===== src/rtl/intr_cap_pkg.sv =====
package intr_cap_pkg;
    localparam int NUM_PINS  = 24;
    localparam int IDX_W     = 5;
    localparam int WORD_W    = 32;
    localparam int SEL_W     = 8;
    localparam int WIN_BASE  = 16;
    localparam int TRIG_BIT  = 15;
    localparam int MASK_BIT  = 16;
    localparam logic [31:0] LO_RESET = 32'h0001_0000;

    typedef enum logic [0:0] {
        SVC_IDLE  = 1'b0,
        SVC_ISSUE = 1'b1
    } svc_state_t;
endpackage


===== src/rtl/intr_redir_table.sv =====
module intr_redir_table
    import intr_cap_pkg::*;
#(
    parameter int NPINS = NUM_PINS,
    parameter int IW    = IDX_W
) (
    input  logic              clk,
    input  logic              rst_n,
    input  logic              sel_we,
    input  logic [SEL_W-1:0]  sel_wdata,
    input  logic              data_we,
    input  logic [WORD_W-1:0] data_wdata,
    output logic [WORD_W-1:0] data_rdata,
    output logic [NPINS-1:0]  trig_lvl,
    output logic [NPINS-1:0]  masked,
    output logic [NPINS-1:0]  unmask_evt
);
    localparam int WIN_END = WIN_BASE + 2 * NPINS;

    logic [SEL_W-1:0]  sel_q;
    logic [SEL_W-1:0]  slot;
    logic              win_hit;
    logic              win_hi;
    logic [IW-1:0]     win_pin;
    logic [WORD_W-1:0] lo_q [NPINS];
    logic [WORD_W-1:0] hi_q [NPINS];

    always_ff @(posedge clk or negedge rst_n) begin
        if (!rst_n) sel_q <= '0;
        else if (sel_we) sel_q <= sel_wdata;
    end

    always_comb begin
        slot    = sel_q - SEL_W'(WIN_BASE);
        win_hit = (sel_q >= SEL_W'(WIN_BASE)) && (sel_q < SEL_W'(WIN_END));
        win_hi  = slot[0];
        win_pin = IW'(slot >> 1);
    end

    for (genvar g = 0; g < NPINS; g++) begin : g_entry
        logic hit_g;
        assign hit_g = data_we && win_hit && (win_pin == IW'(g));

        always_ff @(posedge clk or negedge rst_n) begin
            if (!rst_n) begin
                lo_q[g] <= LO_RESET;
                hi_q[g] <= '0;
            end else if (hit_g) begin
                if (win_hi) hi_q[g] <= data_wdata;
                else        lo_q[g] <= data_wdata;
            end
        end

        assign trig_lvl[g]   = lo_q[g][TRIG_BIT];
        assign masked[g]     = lo_q[g][MASK_BIT];
        assign unmask_evt[g] = hit_g && !win_hi && lo_q[g][MASK_BIT]
                               && !data_wdata[MASK_BIT];
    end

    always_comb begin
        data_rdata = '0;
        if (win_hit) data_rdata = win_hi ? hi_q[win_pin] : lo_q[win_pin];
    end
endmodule


===== src/rtl/intr_req_track.sv =====
module intr_req_track
    import intr_cap_pkg::*;
#(
    parameter int NPINS = NUM_PINS,
    parameter int IW    = IDX_W
) (
    input  logic             clk,
    input  logic             rst_n,
    input  logic             pin_valid,
    input  logic [IW-1:0]    pin_idx,
    input  logic             pin_level,
    input  logic             ack_valid,
    input  logic [IW-1:0]    ack_idx,
    input  logic [NPINS-1:0] trig_lvl,
    input  logic [NPINS-1:0] unmask_evt,
    input  logic [NPINS-1:0] svc_clr,
    output logic [NPINS-1:0] lvl_q,
    output logic [NPINS-1:0] pend_q,
    output logic [NPINS-1:0] svc_req_q
);
    logic [NPINS-1:0] lvl_n, pend_n, rise, svc_n;

    always_comb begin
        lvl_n  = lvl_q;
        pend_n = pend_q;
        rise   = '0;
        for (int i = 0; i < NPINS; i++) begin
            // acknowledge first; a same-cycle level report overrides it
            if (ack_valid && ack_idx == IW'(i) && !(trig_lvl[i] && lvl_q[i]))
                pend_n[i] = 1'b0;
            if (pin_valid && pin_idx == IW'(i) && pin_level != lvl_q[i]) begin
                lvl_n[i] = pin_level;
                if (pin_level) begin
                    pend_n[i] = 1'b1;
                    rise[i]   = 1'b1;
                end else if (trig_lvl[i]) begin
                    pend_n[i] = 1'b0;
                end
            end
        end
        svc_n = ((svc_req_q & ~svc_clr) | rise | (unmask_evt & pend_q)) & pend_n;
    end

    always_ff @(posedge clk or negedge rst_n) begin
        if (!rst_n) begin
            lvl_q     <= '0;
            pend_q    <= '0;
            svc_req_q <= '0;
        end else begin
            lvl_q     <= lvl_n;
            pend_q    <= pend_n;
            svc_req_q <= svc_n;
        end
    end
endmodule


===== src/rtl/intr_svc_fsm.sv =====
module intr_svc_fsm
    import intr_cap_pkg::*;
#(
    parameter int NPINS = NUM_PINS,
    parameter int IW    = IDX_W
) (
    input  logic             clk,
    input  logic             rst_n,
    input  logic [NPINS-1:0] svc_req,
    input  logic [NPINS-1:0] masked,
    output logic [NPINS-1:0] svc_clr,
    output logic             svc_pulse,
    output logic [IW-1:0]    svc_idx
);
    svc_state_t       state_q, state_n;
    logic [IW-1:0]    idx_q, pick;
    logic [NPINS-1:0] elig;

    always_comb begin
        elig = svc_req & ~masked;
        pick = '0;
        for (int i = NPINS - 1; i >= 0; i--)
            if (elig[i]) pick = IW'(i);
    end

    always_comb begin
        state_n = state_q;
        unique case (state_q)
            SVC_IDLE:  if (|elig) state_n = SVC_ISSUE;
            SVC_ISSUE: state_n = SVC_IDLE;
            default:   state_n = SVC_IDLE;
        endcase
    end

    always_ff @(posedge clk or negedge rst_n) begin
        if (!rst_n) begin
            state_q <= SVC_IDLE;
            idx_q   <= '0;
        end else begin
            state_q <= state_n;
            if (state_q == SVC_IDLE && state_n == SVC_ISSUE) idx_q <= pick;
        end
    end

    always_comb begin
        svc_pulse = 1'b0;
        svc_clr   = '0;
        unique case (state_q)
            SVC_IDLE:  ;
            SVC_ISSUE: begin
                svc_pulse       = 1'b1;
                svc_clr[idx_q]  = 1'b1;
            end
            default: ;
        endcase
    end

    assign svc_idx = idx_q;
endmodule


===== src/rtl/intr_capture.sv =====
module intr_capture
    import intr_cap_pkg::*;
#(
    parameter int NPINS = NUM_PINS,
    parameter int IW    = IDX_W
) (
    input  logic              clk,
    input  logic              rst_n,
    input  logic              pin_valid,
    input  logic [IW-1:0]     pin_idx,
    input  logic              pin_level,
    input  logic              ack_valid,
    input  logic [IW-1:0]     ack_idx,
    input  logic              sel_we,
    input  logic [SEL_W-1:0]  sel_wdata,
    input  logic              data_we,
    input  logic [WORD_W-1:0] data_wdata,
    output logic [WORD_W-1:0] data_rdata,
    output logic              svc_pulse,
    output logic [IW-1:0]     svc_idx,
    output logic [NPINS-1:0]  in_level,
    output logic [NPINS-1:0]  req_pend
);
    logic [NPINS-1:0] trig_lvl, masked, unmask_evt, svc_clr, svc_req;

    intr_redir_table #(.NPINS(NPINS), .IW(IW)) u_table (
        .clk(clk), .rst_n(rst_n),
        .sel_we(sel_we), .sel_wdata(sel_wdata),
        .data_we(data_we), .data_wdata(data_wdata), .data_rdata(data_rdata),
        .trig_lvl(trig_lvl), .masked(masked), .unmask_evt(unmask_evt)
    );

    intr_req_track #(.NPINS(NPINS), .IW(IW)) u_track (
        .clk(clk), .rst_n(rst_n),
        .pin_valid(pin_valid), .pin_idx(pin_idx), .pin_level(pin_level),
        .ack_valid(ack_valid), .ack_idx(ack_idx),
        .trig_lvl(trig_lvl), .unmask_evt(unmask_evt), .svc_clr(svc_clr),
        .lvl_q(in_level), .pend_q(req_pend), .svc_req_q(svc_req)
    );

    intr_svc_fsm #(.NPINS(NPINS), .IW(IW)) u_fsm (
        .clk(clk), .rst_n(rst_n),
        .svc_req(svc_req), .masked(masked), .svc_clr(svc_clr),
        .svc_pulse(svc_pulse), .svc_idx(svc_idx)
    );
endmodule


===== config.mk =====
export PLATFORM = sky130hd
export DESIGN_NAME = intr_capture
export DESIGN_NICKNAME = d
export VERILOG_FILES = /design/src/rtl/intr_cap_pkg.sv /design/src/rtl/intr_redir_table.sv /design/src/rtl/intr_req_track.sv /design/src/rtl/intr_svc_fsm.sv /design/src/rtl/intr_capture.sv
export SDC_FILE = /design/constraint.sdc
export NUM_CORES = 2
export LEC_CHECK = 0
export BUFFER_PORTS_ARGS = -buffer_cell sky130_fd_sc_hd__buf_2
export CORE_MARGIN = 3
export CORE_UTILIZATION = 65
export DETAILED_ROUTE_END_ITERATION = 16
export PLACE_DENSITY = 0.82
export SYNTH_ARGS = -nofsm -noshare
export SYNTH_HDL_FRONTEND = slang
export SYNTH_SLANG_ARGS = --single-unit

===== constraint.sdc =====
create_clock -name clk -period 7.2 [get_ports clk]
set_clock_uncertainty 0.1 [all_clocks]
set_input_delay 0.72 -clock clk [delete_from_list [all_inputs] [get_ports clk]]
set_output_delay 0.72 -clock clk [all_outputs]
set_load 0.05 [all_outputs]

=== Yosys cells after proc, flatten, opt, wreduce, memory -nomap -nowiden ===
Cells that the tools add are included.

* Register bits: 1622
* Latch bits: 0
* Bits in writable memories: 0
* Memory bits (read-only): 0
* Input port bits: 57
* Memories: 0

* Add/subtract/negate cells: 1
* $mul: 0
* Div/mod/pow operators: 0
* $lt $le $gt $ge: 5
* Eq/ne operators: 93
* Shift-type cells: 0
* Mux-type cells: 159
* Bitwise logic cells: 11
* Reductions and logical operators: 298

{| class="wikitable"
|+ Operator list
! cell !! count
|-
| 32-bit binary-select mux with 5-bit select || 2
|-
| 1-bit logical AND || 220
|-
| 32-bit 2-to-1 mux || 6
|-
| 1-bit 2-to-1 mux || 124
|-
| 5-bit by 4-bit == test with 1-bit output, second input constant || 24
|-
| 5-bit == test, second input constant || 24
|-
| 5-bit 2-to-1 mux || 24
|-
| 24-bit bitwise AND || 4
|-
| 2-bit AND reduction || 48
|-
| 5-bit by 3-bit == test with 1-bit output, second input constant || 12
|-
| 24-bit NOT || 2
|-
| 24-bit bitwise OR || 2
|-
| 5-bit by 2-bit == test with 1-bit output, second input constant || 6
|-
| 1-bit zero test || 26
|-
| 24-bit 2-to-1 mux || 1
|-
| 1-bit != test || 24
|-
| 24-bit OR reduction || 1
|-
| 5-bit by 1-bit == test with 1-bit output, second input constant || 3
|-
| 5-bit zero test || 3
|-
| 8-bit by 5-bit >= comparator with 1-bit output, second input constant || 1
|-
| 8-bit by 7-bit < comparator with 1-bit output, second input constant || 1
|-
| 6-bit >= comparator, second input constant || 1
|-
| 5-bit by 6-bit < comparator with 1-bit output, second input constant || 1
|-
| 5-bit NOT with 6-bit output || 1
|-
| 5 further kinds || 6
|}

=== Depth between registers and ports, before layout ===
* Depth in word-level cells: 26
* Depth in mapped cells: 13
* Mapped depth without buffers: 8

=== Hierarchy ===
Synthesis repeated with hierarchy kept, for this count alone.

* Cell total of the unflattened synthesis: 5358
* Area, all modules: 75591.2 um^2

{| class="wikitable"
|+ Modules (own cells, without submodules)
! module !! times used !! cells an instance !! area each (um^2) !! sequential area each (um^2)
|-
| intr_redir_table || 1 || 4832 || 71008.1 || 38667.1
|-
| intr_req_track || 1 || 400 || 3684.8 || 1801.7
|-
| intr_svc_fsm || 1 || 126 || 898.4 || 150.1
|}

=== Worst setup path before layout ===
OpenSTA, ideal clock, no wires.

* Path kind: reg2out
* Start: reg u_table.sel_q[4]
* End: out data_rdata[12]
* Arrival time: 4.259 ns
* Data required time: 6.380 ns
* Path slack: 2.121 ns
* Stages on the path, launching flop included: 12
* Buffers on the path: 7
* Cells stage by stage: dfrtp_1 inv_1 clkbuf_1 clkbuf_1 clkbuf_1 ha_1 buf_1 buf_1 clkbuf_1 clkbuf_1 nor3_1 o32ai_1

* Longest elaborated chain between the ends: 7
* Elaborated cells on any way between the ends: 13
* Those cells by class: add/sub (1); order compare (2); mux (8); bitwise (1); reduce/logical (1)

{| class="wikitable"
|+ RTL lines
! item !! RTL line !! RTL
|-
| from (decl) || intr_redir_table.sv:20 || <nowiki>logic [SEL_W-1:0] sel_q;</nowiki>
|-
| from (signal assigned) || intr_redir_table.sv:30 || <nowiki>else if (sel_we) sel_q <= sel_wdata;</nowiki>
|-
| 6-bit by 5-bit subtractor with 6-bit output || intr_redir_table.sv:34 || <nowiki>slot = sel_q - SEL_W'(WIN_BASE);</nowiki>
|-
| 5-bit NOT with 6-bit output (implied by the code) || intr_redir_table.sv:62 || <nowiki>if (win_hit) data_rdata = win_hi ? hi_q[win_pin] : lo_q[win_pin];</nowiki>
|-
| 32-bit binary-select mux with 5-bit select || intr_redir_table.sv:62 ||
|-
| 32-bit 2-to-1 mux (implied by the code) (2 in series) || intr_redir_table.sv:62 ||
|-
| 32-bit 2-to-1 mux || intr_redir_table.sv:62 ||
|-
| 32-bit 2-to-1 mux * || intr_redir_table.sv:62 ||
|-
| to (decl) || intr_capture.sv:18 || <nowiki>output logic [WORD_W-1:0] data_rdata,</nowiki>
|}

Mark *: on every way between the ends. The rest lies on a longest branch, timed or not. The select of a mux whose other input is x is not followed.

=== Worst setup path after layout ===
* Start: reg u_table.sel_q[4]
* End: out data_rdata[26]

The elaborated chain is that of the path after synthesis.

==> summary.md <==
| Metric | Value |
|---|---|
| CP endpoint kind | `output port` |
| Die X | `around 350 microns` |
| Clk buf depth | `3` |
| Top_reg_cell synth | `dfrtp_1` |
| Top cells by area, synth | `dfrtp_1 (53%), mux2_2 (23%), mux4_2 (9.2%), mux2i_1 (3.0%), clkbuf_1 (1.4%)` |
| Fin util | `0.726` |
| Sink count of the clock tree | `1,622` |
| DRC violations left | `0` |
| Setup crit start kind | `flop` |
| Die area | `around 120,000 sq um` |
| Reg-to-reg critical path startpoint | `u_table.sel_q[4]` |
| Status | `finished clean` |
| Cell with the most instances after synthesis | `dfrtp_1` |
| Post-Layout Cell Count | `6,700` |
| DRT antenna net count | `0` |
| Ports | `143` |
| DP HPWL | `124,000 microns` |
| Root buf cell | `clkbuf_16` |
| HP Class | `in -> reg` |
| Vias post-DR | `46,300` |
| Fmax | `159 MHz` |
| Max Cap Violations | `0` |
| Hold Startpoint | `sel_wdata[1]` |
| Critical path class | `reg -> out` |
| DRT Wirelength | `204,000 microns` |
| Initial DRC Count | `between 4,000 and 5,000` |
| Number of buffers created by CTS | `around 160` |
| Synthesis Warnings | `0` |
| Power Density | `261 nW/um^2` |
| Clk_lat worst skew | `0.79 ns` |
| CP Max Fanout | `39` |
| Hold WS | `about 0.073 ns` |
| Row count | `123` |
| Arrival time worst endpoint | `5.45 ns` |
| Core Region | `113,000 sq um` |
| Leak pwr | `39.6 nW` |
| Asr flop ratio synth | `1.00` |
| Worst-Margin Slew | `approximately 1.3 ns` |
| 1st-pass router iterations | `6` |
| Vias in the first global route | `48,800` |
| Starting Density | `0.660` |
| Critical Path RT | `6.38 ns` |
| Nets | `5,120` |
| Seq/Total Area, Yosys | `0.543` |
| Cell Area, Synth | `between 70,000 and 80,000 sq um` |
| Largest net degree at the start of global routing | `180` |
| EDFF count, synth | `0` |
| CTS tree | `yes` |
| Critical path origin | `u_table.sel_q[4]` |
| Post-cts resize count | `0` |
| Yosys reg bits | `1,622` |
| Gr ovfl total | `0` |
| Mean Syn Cell Area | `14.6 sq um` |
| Clock period minus worst slack | `6.27 ns` |
| Initial antenna violation count | `6` |
| Final TNS setup | `0 ns` |
| Max transition margin | `0.119` |
| Area share of the largest cell type after synthesis | `0.534` |
| Final Max Tran Viols | `0` |
| Die H | `roughly 350 microns` |
| Per-cell routed wire length | `30.5 microns` |
| RSZ-0062 raised after global routing | `no` |
| Vias per inst | `6.91` |
| Synth Net Count | `5,188` |
| Worst vdd ir | `0.000249 V` |
| H-Tree Depth | `4` |
| Placed cells | `6,394` |
| Final setup violating endpoints | `0` |
| Final hold viol count | `0` |
| Dominant cell type by area after synthesis | `dfrtp_1` |
| Reg clk slew, reported paths | `0.06 ns` |
| Final GP Congestion | `1.03` |
| Share of layout cells above drive strength 1 | `0.464` |
| First-pass GRT wire length | `approximately 310,000 microns` |
| Netlist cell types | `74` |
| Area Overhead vs Synth | `9.96%` |
| Fillers | `7,045` |
| All-Layer GR Usage | `0.344` |
| Top post-synthesis cells by count | `dfrtp_1 (1,598), mux2_2 (1,504), mux4_2 (307)` |
| Final period utilization | `0.871` |
| Port bufs | `142` |
| Post-Synthesis Cells | `5,129` |
state kept, by name, summed over array words and instances (netlist names):
register	flops
u_track.lvl_q	24
u_table.masked	24
u_table.lo_q	720
u_track.svc_req_q	24
u_track.pend_q	24
u_table.trig_lvl	24
u_table.sel_q	8
u_fsm.svc_idx	5
u_fsm.state_q	1
u_table.hi_q	768
power breakdown:
group          internal [W]  leakage, nW  switching, W  total (W)
sequential          0.00973         22.3      0.000434     0.0102
clock               0.00534         2.80       0.00362    0.00896
combinational      0.000996         14.5       0.00136    0.00236
final timing paths:
kind	slack, ns	to	cells past startpoint
hold / removal	0.07	u_table.sel_q[1]	2
hold reg to reg	0.38	u_table.lo_q[36]	1
min in group asynchronous	0.52	u_table.hi_q[719]	2
setup / recovery	0.93	data_rdata[26]	7
max in group asynchronous	4.68	u_table.hi_q[453]	4
setup reg to reg	2.49	u_table.lo_q[754]	6
placed cells by master, fill, tap and decap left out, drive strengths merged, types with 11 or more instances in the layout:
master	n
nor2b	47
nor3	50
o31ai	27
o21ai	107
nand2b	15
o221ai	14
clkbuf	244
nor2	111
inv	11
mux4	307
mux2	1533
a221oi	31
bufinv	17
a311oi	12
and2	11
mux2i	224
nand2	199
and3	19
a21oi	39
dfrtp	1598
nand3	19
or3	20
dfstp	24
a22oi	25
a41oi	12
clkinv	31
o22ai	51
buf	240
a31oi	11
o32ai	12
o21a	29
a22o	12
through the flow:
| stage | setup slack (ns) | total power [W] | cell area [sq um] |
|---|---|---|---|
| floorplan | 2.12 | 0.0117 | 74800 |
| finish | 0.925 | 0.0215 | 82300 |
| global route | 0.997 | 0.0221 | 82300 |
| global placement | 2.20 | 0.0125 | 76600 |
| detailed placement | 2.12 | 0.0126 | 76600 |
| CTS | 1.29 | 0.0215 | 82300 |
routing by layer:
metal | share of wire | up-vias | global-route usage | wire, microns
met5 | 0.000039 | - | 0 | 8
met1 | 0.38 | 24600 | 0.450 | 78600
li1 | - | 18800 | - | -
met3 | 0.082 | 618 | 0.0769 | 16800
met2 | 0.47 | 2221 | 0.539 | 96500
met4 | 0.061 | 2 | 0.194 | 12500
what timing repair did:
item | CTS | global route
setup buffers | 0 | 0
hold endpoints to repair | 132 | 0
hold buffers | 1 | 0
area by class of cell:
| class | count | area [sq um] | area share |
|---|---|---|---|
| flip-flops and latches | 1622 | 40600 | 0.494 |
| clock inverters | 56 | 793 | 0.00964 |
| multi-input cells | 3024 | 32300 | 0.393 |
| inverters | 8 | 31.3 | 0.000380 |
| well taps | 1500 | 1880 | 0.0228 |
| repair buffers | 241 | 1700 | 0.0206 |
| diodes | 5 | 12.5 | 0.000152 |
| clock buffers | 244 | 4910 | 0.0597 |
critical path, stage by stage (launching register included):
cell     delay, ns
dfrtp_4       0.91
buf_4         0.53
nor2b_1       0.61
nand2_1       0.61
o22ai_1       0.33
nor3_1        0.08
o32ai_1       1.12
buf_2         0.44
logic make-up (layout without fill, tap and decap cells):
| logic type | Yosys count | after routing | share of synthesized area |
|---|---|---|---|
| multiplexers | 2064 | 2064 | 0.353 |
| flip-flops | 1622 | 1622 | 0.543 |
| AND/OR/NAND/NOR | 523 | 523 | 0.0351 |
| buffers and inverters | 483 | 549 | 0.0285 |
| AO/OA/AOI/OAI | 435 | 435 | 0.0403 |
| adder cells (fa/ha/maj) | 2 | 2 | 0.000334 |
| other | 0 | 5 | 0 |
Note: power is estimated with default switching activity, not from simulation.
